**src/rtl/ptrip_pkg.sv**
```systemverilog
package ptrip_pkg;
  localparam int NUM_FLT   = 4;
  localparam int REG_W     = 8;
  localparam int BIT_STAT  = 0;
  localparam int BIT_LVLC  = 1;
  localparam int BIT_LVLT  = 2;
  localparam int BIT_MODE  = 3;
  localparam int BIT_ARM0  = 4;

  typedef enum logic {
    SAFE_FLOAT = 1'b0,
    SAFE_DRIVE = 1'b1
  } safe_mode_e;

  // packed so that it lines up with register bits 7:1
  typedef struct packed {
    logic [NUM_FLT-1:0] arm;
    safe_mode_e         mode;
    logic               lvl_t_n;
    logic               lvl_c_n;
  } ptrip_cfg_t;
endpackage

```
**src/rtl/ptrip_sync.sv**
```systemverilog
module ptrip_sync #(
  parameter int W      = 4,
  parameter int STAGES = 2
) (
  input  logic         clk,
  input  logic         rst,
  input  logic [W-1:0] d_i,
  output logic [W-1:0] q_o
);
  logic [W-1:0] stg [STAGES];

  for (genvar s = 0; s < STAGES; s++) begin : g_stage
    if (s == 0) begin : g_first
      always_ff @(posedge clk) begin
        if (rst) stg[s] <= '0;
        else     stg[s] <= d_i;
      end
    end else begin : g_next
      always_ff @(posedge clk) begin
        if (rst) stg[s] <= '0;
        else     stg[s] <= stg[s-1];
      end
    end
  end

  assign q_o = stg[STAGES-1];
endmodule

```
**src/rtl/ptrip_ctrl.sv**
```systemverilog
module ptrip_ctrl
  import ptrip_pkg::*;
(
  input  logic                clk,
  input  logic                rst,
  input  logic                wr_en,
  input  logic [REG_W-1:0]    wr_data,
  input  logic [NUM_FLT-1:0]  flt_sync,
  output ptrip_cfg_t          cfg_o,
  output logic                tripped_o,
  output logic [REG_W-1:0]    rd_data
);
  ptrip_cfg_t cfg_q;
  logic       trip_q;
  logic       hit;
  logic       clr_req;

  // armed fault present in the synchronized domain
  assign hit     = |(flt_sync & cfg_q.arm);
  // disarm-all write; refused while an armed fault is still present
  assign clr_req = wr_en && (wr_data[REG_W-1:BIT_ARM0] == '0) && !hit;

  always_ff @(posedge clk) begin
    if (rst) begin
      cfg_q  <= '0;
      trip_q <= 1'b0;
    end else begin
      if (wr_en) cfg_q <= ptrip_cfg_t'(wr_data[REG_W-1:BIT_LVLC]);
      if (hit)          trip_q <= 1'b1;
      else if (clr_req) trip_q <= 1'b0;
    end
  end

  assign cfg_o     = cfg_q;
  assign tripped_o = trip_q;
  assign rd_data   = {cfg_q, trip_q};
endmodule

```
**src/rtl/ptrip_override.sv**
```systemverilog
module ptrip_override
  import ptrip_pkg::*;
#(
  parameter int NUM_CH = 4
) (
  input  logic              tripped,
  input  ptrip_cfg_t        cfg,
  input  logic [NUM_CH-1:0] pwm_i,
  input  logic [NUM_CH-1:0] pwmn_i,
  output logic [NUM_CH-1:0] pwm_o,
  output logic [NUM_CH-1:0] pwm_oe_o,
  output logic [NUM_CH-1:0] pwmn_o,
  output logic [NUM_CH-1:0] pwmn_oe_o
);
  logic drive_mode;
  logic safe_t;
  logic safe_c;

  assign drive_mode = (cfg.mode == SAFE_DRIVE);
  // level bits are active-low: 0 selects a high pad
  assign safe_t     = drive_mode & ~cfg.lvl_t_n;
  assign safe_c     = drive_mode & ~cfg.lvl_c_n;

  for (genvar c = 0; c < NUM_CH; c++) begin : g_ch
    always_comb begin
      if (tripped) begin
        pwm_o[c]     = safe_t;
        pwmn_o[c]    = safe_c;
        pwm_oe_o[c]  = drive_mode;
        pwmn_oe_o[c] = drive_mode;
      end else begin
        pwm_o[c]     = pwm_i[c];
        pwmn_o[c]    = pwmn_i[c];
        pwm_oe_o[c]  = 1'b1;
        pwmn_oe_o[c] = 1'b1;
      end
    end
  end
endmodule

```
**src/rtl/ptrip_unit.sv**
```systemverilog
module ptrip_unit
  import ptrip_pkg::*;
#(
  parameter int NUM_CH      = 4,
  parameter int SYNC_STAGES = 2
) (
  input  logic              clk,
  input  logic              rst,
  input  logic              wr_en,
  input  logic [7:0]        wr_data,
  output logic [7:0]        rd_data,
  input  logic [3:0]        fault_i,
  input  logic [NUM_CH-1:0] pwm_i,
  input  logic [NUM_CH-1:0] pwmn_i,
  output logic [NUM_CH-1:0] pwm_o,
  output logic [NUM_CH-1:0] pwm_oe_o,
  output logic [NUM_CH-1:0] pwmn_o,
  output logic [NUM_CH-1:0] pwmn_oe_o
);
  logic [NUM_FLT-1:0] flt_sync;
  ptrip_cfg_t         cfg;
  logic               tripped;

  ptrip_sync #(.W(NUM_FLT), .STAGES(SYNC_STAGES)) sync_i (
    .clk (clk),
    .rst (rst),
    .d_i (fault_i),
    .q_o (flt_sync)
  );

  ptrip_ctrl ctrl_i (
    .clk       (clk),
    .rst       (rst),
    .wr_en     (wr_en),
    .wr_data   (wr_data),
    .flt_sync  (flt_sync),
    .cfg_o     (cfg),
    .tripped_o (tripped),
    .rd_data   (rd_data)
  );

  ptrip_override #(.NUM_CH(NUM_CH)) ovr_i (
    .tripped   (tripped),
    .cfg       (cfg),
    .pwm_i     (pwm_i),
    .pwmn_i    (pwmn_i),
    .pwm_o     (pwm_o),
    .pwm_oe_o  (pwm_oe_o),
    .pwmn_o    (pwmn_o),
    .pwmn_oe_o (pwmn_oe_o)
  );
endmodule

```
**config.mk**
```make
export PLATFORM = sky130hd
export DESIGN_NAME = ptrip_unit
export DESIGN_NICKNAME = d
export VERILOG_FILES = /design/src/rtl/ptrip_pkg.sv /design/src/rtl/ptrip_sync.sv /design/src/rtl/ptrip_ctrl.sv /design/src/rtl/ptrip_override.sv /design/src/rtl/ptrip_unit.sv
export SDC_FILE = /design/constraint.sdc
export NUM_CORES = 1
export LEC_CHECK = 0
export BUFFER_PORTS_ARGS = -buffer_cell sky130_fd_sc_hd__buf_2
export CORE_AREA = 5 5 47 49
export CTS_BUF_LIST = sky130_fd_sc_hd__clkbuf_8 sky130_fd_sc_hd__clkbuf_16
export DETAILED_ROUTE_END_ITERATION = 6
export DIE_AREA = 0 0 52 54
export GPL_TIMING_DRIVEN = 1
export PLACE_DENSITY = 0.88
export SYNTH_ARGS = -nofsm -noshare
export SYNTH_HDL_FRONTEND = slang
export SYNTH_SLANG_ARGS = --single-unit
export TNS_END_PERCENT = 10
```
**constraint.sdc**
```tcl
create_clock -name clk -period 2.1 [get_ports clk]
set_clock_uncertainty 0.1 [all_clocks]
set_input_delay 0.525 -clock clk [delete_from_list [all_inputs] [get_ports clk]]
set_output_delay 0.525 -clock clk [all_outputs]
set_load 0.005 [all_outputs]
```
==> results of run 1 <==
## cell usage in the layout (no fill, tap or decap)
master    count
or4b_1        1
nand2b_1      1
mux2i_1       7
o21ai_1       1
dfxtp_1      16
inv_1         8
clkbuf_8      4
buf_2        45
a31oi_1       1
nor2b_1       8
nor2_1        7
a22oi_1       2
nand3b_1      2
o21ai_0       8
## logic make-up after synthesis
logic type	Yosys count
AO/OA/AOI/OAI	12
buffers and inverters	19
flip-flops	16
multiplexers	7
AND/OR/NAND/NOR	19
## layout make-up
cell class              instances  share of cell area
flip-flops and latches         16               0.353
multi-input cells              38               0.269
repair buffers                 45               0.248
clock buffers                   4              0.0606
well taps                      27              0.0372
inverters                       8              0.0331
## metal layers
layer,vias to the layer above,GRT usage,part of all wire
li1,303,-,-
met5,-,0,0
met2,39,0.230,0.46
met4,0,0.0393,0
met1,264,0.0987,0.38
met3,0,0.0554,0.15
## metrics by stage
step | instances | setup WS [ns] | area (sq um)
2_1_floorplan | 73 | 0.607 | 673
3_3_place_gp | 134 | 0.452 | 853
3_5_place_dp | 134 | 0.421 | 853
4_1_cts | 138 | 0.243 | 908
5_1_grt | 138 | 0.0869 | 908
6_report | 138 | 0.247 | 908
## sequential cells by signal, summed over array words and instances, names as in the netlist
signal and cells:
ctrl_i.cfg_o 7, ctrl_i.tripped_o 1, sync_i.stg 8
## worst max path at each step
stage / from / endpoint / slack [ns] / cells past startpoint
floorplan: wr_en / ctrl_i.tripped_o / 0.61 / 4
global placement: wr_en / ctrl_i.tripped_o / 0.45 / 4
detailed placement: wr_en / ctrl_i.tripped_o / 0.42 / 4
CTS: ctrl_i.tripped_o / pwm_o[2] / 0.24 / 3
global route: ctrl_i.tripped_o / pwm_o[2] / 0.09 / 3
finish: ctrl_i.tripped_o / pwm_o[2] / 0.25 / 3
## report_power, final
group | switching, mW | internal, mW
logic | 0.0410 | 0.0502
registers | 0.0104 | 0.320
clock network | 0.100 | 0.166
==> results.sh, run 1 <==
export IMPL_die_w_microns=52
export IMPL_maximum_number_of_pins_on_one_net_before_global_route_repair=17
export IMPL_finalHoldViolations=0
export IMPL_ys_seq_area_frac=0.476
export IMPL_drt_drc_violations_left=0
export IMPL_top_level_ports=47
export IMPL_worst_path_maximum_fanout=13
export IMPL_grt_pass1_vias=601
export IMPL_wl_per_cell_microns=11.2
export IMPL_cts_setup_buffers=0
export IMPL_post_cts_resize_count=0
export IMPL_synth_avg_cell_area_sq_um=9.22
export IMPL_finalCritPeriodShare=0.883
export IMPL_irDropWorstVdd_v=0.000415
export IMPL_timing_critical_path_cells="nand3b_1, o21ai_0, buf_2"
export IMPL_htree_num_levels=1
export IMPL_cts_made_buffers=3
export IMPL_worst_setup_path_end_kind="primary output"
export IMPL_crit_type="reg -> out"
export IMPL_antenna_found_initial=0
export IMPL_synth_adder_area_share=0
export IMPL_number_of_fill_cells_in_the_layout=171
export IMPL_critPathLaunchType="register"
export IMPL_grt_first_pass_wirelength_microns=2370
export IMPL_postSynthRegisterBits=16
export IMPL_clock_insertion_delay_worst_skew_ns=0.25
export IMPL_die_height_microns=54
export IMPL_largest_family_of_logic_cells_by_synthesized_area="buffers and inverters"
export IMPL_muxShareOfSynthArea=0.104
export IMPL_initialDrtViolationCount=1
export IMPL_worstMarginPinSlew_ns=0.334
export IMPL_reg2reg_slack_ns=1.11
export IMPL_worst_path_cell_with_the_longest_stage_delay="dfxtp_1"
export IMPL_syn_area_sq_um=673
export IMPL_firstDrtPassIters=2
export IMPL_area_sequential_sq_um=320
export IMPL_max_clock_freq_mhz=540
export IMPL_dp_hpwl_microns=1250
export IMPL_final_antenna_net_count=0
export IMPL_synth_top_area_frac=0.476
export IMPL_setup_tns_final_ns=0
export IMPL_multiInputGateArea_sq_um=244
export IMPL_drt_vias_per_instance=4.39
export IMPL_synth_simple_gate_area_frac=0.160
export IMPL_synth_area_top_cells="dfxtp_1 48%, mux2i_1 10%, buf_4 8.9%"
export IMPL_report_final_slew_viol_count=0
export IMPL_dr_total_vias=606
export IMPL_critical_path_arrival_ns=1.23
export IMPL_cp_num_buf_inv=1
export IMPL_ant_cells=0
export IMPL_fp_coreArea_sq_mm=0.00182
export IMPL_finalSetupViolations=0
export IMPL_yosysTopAreaCell="dfxtp_1"
export IMPL_timing_rr_end="ctrl_i.tripped_o"
export IMPL_clkTransAtPathRegs_ns=0.06
export IMPL_count_of_distinct_cell_types_in_the_synthesized_netlist=15
export IMPL_synth_enable_flop_cells=0
export IMPL_cell_type_group_with_the_largest_total_delay_on_the_critical_path="flip-flops"
export IMPL_req_time_crit_path_ns=1.47
export IMPL_yosys_most_used_dff="dfxtp_1"
export IMPL_netlist_instances=73
export IMPL_floorplan_initialDensity=0.370
export IMPL_power_density_cell_area_mw_per_mm2=757
export IMPL_min_delay_worst_endpoint="sync_i.stg[1][1]"
export IMPL_holdCritStartpoint="sync_i.stg[0][1]"
export IMPL_postSynth_asyncResetShare=0
export IMPL_area_growth_from_synthesis_to_layout_pct=34.9
export IMPL_source_of_the_worst_register_to_register_timing_path="ctrl_i.tripped_o"
export IMPL_grt_remaining_overflow=0
export IMPL_clk_root_buffer_cell="clkbuf_8"
export IMPL_route_final_wire_length_microns=1540
export IMPL_io_buffer_count=45
export IMPL_timing_slew_headroom=0.777
export IMPL_timing_critical_path_slowest_cell_delay_ns=0.52
export IMPL_yosysWarnings=0
export IMPL_most_common_cell_in_the_netlist="dfxtp_1"
export IMPL_hold_path_cell_count=1
export IMPL_drive_gt1_frac=0.441
export IMPL_final_util=0.499
export IMPL_worst_hold_check_slack_ns=0.336
export IMPL_rr_worst_depth=2
export IMPL_clockBufferDepth=2
export IMPL_core_rowCount=16
export IMPL_postSynthNetCount=96
export IMPL_run_status="finished, final reports clean"
export IMPL_total_leakage_power_nw=0.470
export IMPL_grt_setup_unrepaired="no"
export IMPL_synth_compound_area_frac=0.0985
export IMPL_grtUsageTotal=0.116
export IMPL_cts_sinks=16
export IMPL_power_total_uw=688
export IMPL_routabilityCongestion=0.603
export IMPL_hp_class="reg -> reg"
export IMPL_die_area_sq_mm=0.00281
export IMPL_xor_and_xnor_area_share_after_synthesis=0
export IMPL_num_nets_final=135
export IMPL_tritoncts="yes"
export IMPL_finalCriticalPeriod_ns=1.85
export IMPL_max_cap_violations=0
export IMPL_ctsHoldBuffers=0
export IMPL_commonest_cells_in_the_netlist="16 x dfxtp_1, 8 x buf_4, 8 x inv_1, 8 x nor2b_1, 8 x o21ai_0"
Power figures use the tool's default switching activity.
==> run 2, diff against run 1 <==
--- a/config.mk
+++ b/config.mk
@@ -11,6 +11,7 @@
 export DETAILED_ROUTE_END_ITERATION = 6
 export DIE_AREA = 0 0 52 54
 export GPL_TIMING_DRIVEN = 1
+export MAX_ROUTING_LAYER = met4
 export PLACE_DENSITY = 0.88
 export SYNTH_ARGS = -nofsm -noshare
 export SYNTH_HDL_FRONTEND = slang
==> run 2 against run 1 <==
  * Via count fell by 0.83%
  * Register-to-register slack barely moved
  * Total power fell by 0.35%
  * Utilization did not move
  * Worst hold slack got worse by 0.00067 ns
  * Sequential power barely moved
  * Critical endpoint unchanged
  * Largest cell class unchanged
==> results.sh, run 2 (synthesis gave the netlist of run 1 again) <==
export IMPL_floorplan_initialDensity=0.370
export IMPL_drt_drc_violations_left=0
export IMPL_post_cts_resize_count=0
export IMPL_wl_per_cell_microns=11.1
export IMPL_fp_coreArea_sq_mm=0.00182
export IMPL_worstMarginPinSlew_ns=0.333
export IMPL_io_buffer_count=45
export IMPL_firstDrtPassIters=3
export IMPL_power_total_uw=686
export IMPL_routabilityCongestion=0.607
export IMPL_htree_num_levels=1
export IMPL_route_final_wire_length_microns=1530
export IMPL_drt_vias_per_instance=4.36
export IMPL_ant_cells=0
export IMPL_tritoncts="yes"
export IMPL_timing_slew_headroom=0.777
export IMPL_cts_sinks=16
export IMPL_initialDrtViolationCount=1
export IMPL_req_time_crit_path_ns=1.47
export IMPL_critical_path_arrival_ns=1.22
export IMPL_irDropWorstVdd_v=0.000414
export IMPL_grtUsageTotal=0.119
export IMPL_critPathLaunchType="register"
export IMPL_worst_setup_path_end_kind="primary output"
export IMPL_area_growth_from_synthesis_to_layout_pct=34.9
export IMPL_grt_first_pass_wirelength_microns=2360
export IMPL_finalSetupViolations=0
export IMPL_top_level_ports=47
export IMPL_power_density_cell_area_mw_per_mm2=755
export IMPL_finalHoldViolations=0
export IMPL_cts_setup_buffers=0
export IMPL_finalCritPeriodShare=0.879
export IMPL_crit_type="reg -> out"
export IMPL_number_of_fill_cells_in_the_layout=171
export IMPL_maximum_number_of_pins_on_one_net_before_global_route_repair=17
export IMPL_grt_pass1_vias=602
export IMPL_timing_critical_path_cells="nand3b_1, o21ai_0, buf_2"
export IMPL_clkTransAtPathRegs_ns=0.06
export IMPL_dr_total_vias=601
export IMPL_final_util=0.499
export IMPL_report_final_slew_viol_count=0
export IMPL_worst_path_cell_with_the_longest_stage_delay="dfxtp_1"
export IMPL_clk_root_buffer_cell="clkbuf_8"
export IMPL_cts_made_buffers=3
export IMPL_antenna_found_initial=0
export IMPL_dp_hpwl_microns=1250
export IMPL_clockBufferDepth=2
export IMPL_final_antenna_net_count=0
export IMPL_run_status="finished, final reports clean"
export IMPL_grt_remaining_overflow=0
export IMPL_most_common_layout_cells="45 x buf_2, 16 x dfxtp_1, 8 x inv_1, 8 x o21ai_0, 8 x nor2b_1"
export IMPL_final_common_cell="buf_2"
export IMPL_total_leakage_power_nw=0.470
export IMPL_hp_class="reg -> reg"
export IMPL_core_rowCount=16
export IMPL_setup_tns_final_ns=0
export IMPL_drive_gt1_frac=0.441
export IMPL_die_area_sq_mm=0.00281
export IMPL_ctsHoldBuffers=0
export IMPL_clock_insertion_delay_worst_skew_ns=0.24
export IMPL_die_w_microns=52
export IMPL_finalCriticalPeriod_ns=1.85
export IMPL_timing_critical_path_slowest_cell_delay_ns=0.52
export IMPL_grt_setup_unrepaired="no"
export IMPL_worst_path_maximum_fanout=13
export IMPL_max_clock_freq_mhz=542
export IMPL_num_nets_final=135
export IMPL_number_of_flip_flops_under_the_largest_register_name=8
export IMPL_die_height_microns=54
export IMPL_largest_register="sync_i.stg"
export IMPL_max_cap_violations=0
-- run 2: path summary, 6_finish.rpt --
check | slack (ns) | endpoint | startpoint | cells past startpoint
setup / recovery | 0.25 | pwm_o[2] | ctrl_i.tripped_o | 3
hold / removal | 0.34 | sync_i.stg[1][1] | sync_i.stg[0][1] | 1
setup reg to reg | 1.11 | ctrl_i.tripped_o | ctrl_i.tripped_o | 2
hold reg to reg | 0.34 | sync_i.stg[1][1] | sync_i.stg[0][1] | 1
-- run 2: worst max-delay path, delay by kind of cell, from the launching register on --
kind	cells	cell delay (ns)
AND/OR/NAND/NOR	1	0.17
buffers and inverters	1	0.15
flip-flops	1	0.52
AO/OA/AOI/OAI	1	0.13
-- run 2: power by group --
group          leakage [nW]  switching (mW)  internal (mW)  total [mW]
Sequential            0.132          0.0103          0.320       0.330
Combinational         0.309          0.0407         0.0502      0.0909
Clock                0.0288          0.0983          0.166       0.264
Total                 0.470           0.149          0.536       0.686
-- run 2: per-stage QoR --
stage / area [sq um] / setup WS [ns] / instances / hold slack [ns]
after floorplan: 673 / 0.607 / 73 / 0.314
after global placement: 853 / 0.452 / 134 / 0.317
after detailed placement: 853 / 0.421 / 134 / 0.322
after CTS: 908 / 0.243 / 138 / 0.336
after global routing: 908 / 0.0869 / 138 / 0.354
final: 908 / 0.254 / 138 / 0.335
-- run 2: routing by layer --
layer / track usage / wire [microns]
met2: 0.230 / 720
met3: 0.0554 / 232
met4: 0.0393 / 0
met5: - / 0
met1: 0.0987 / 574
-- run 2: final cells by class --
type / instances / area (sq um) / area share
timing repair buffer: 45 / 225 / 0.248
tap: 27 / 33.8 / 0.0372
inverter: 8 / 30.0 / 0.0331
sequential: 16 / 320 / 0.353
multi-input combinational: 38 / 244 / 0.269
clock buffer: 4 / 55.1 / 0.0606
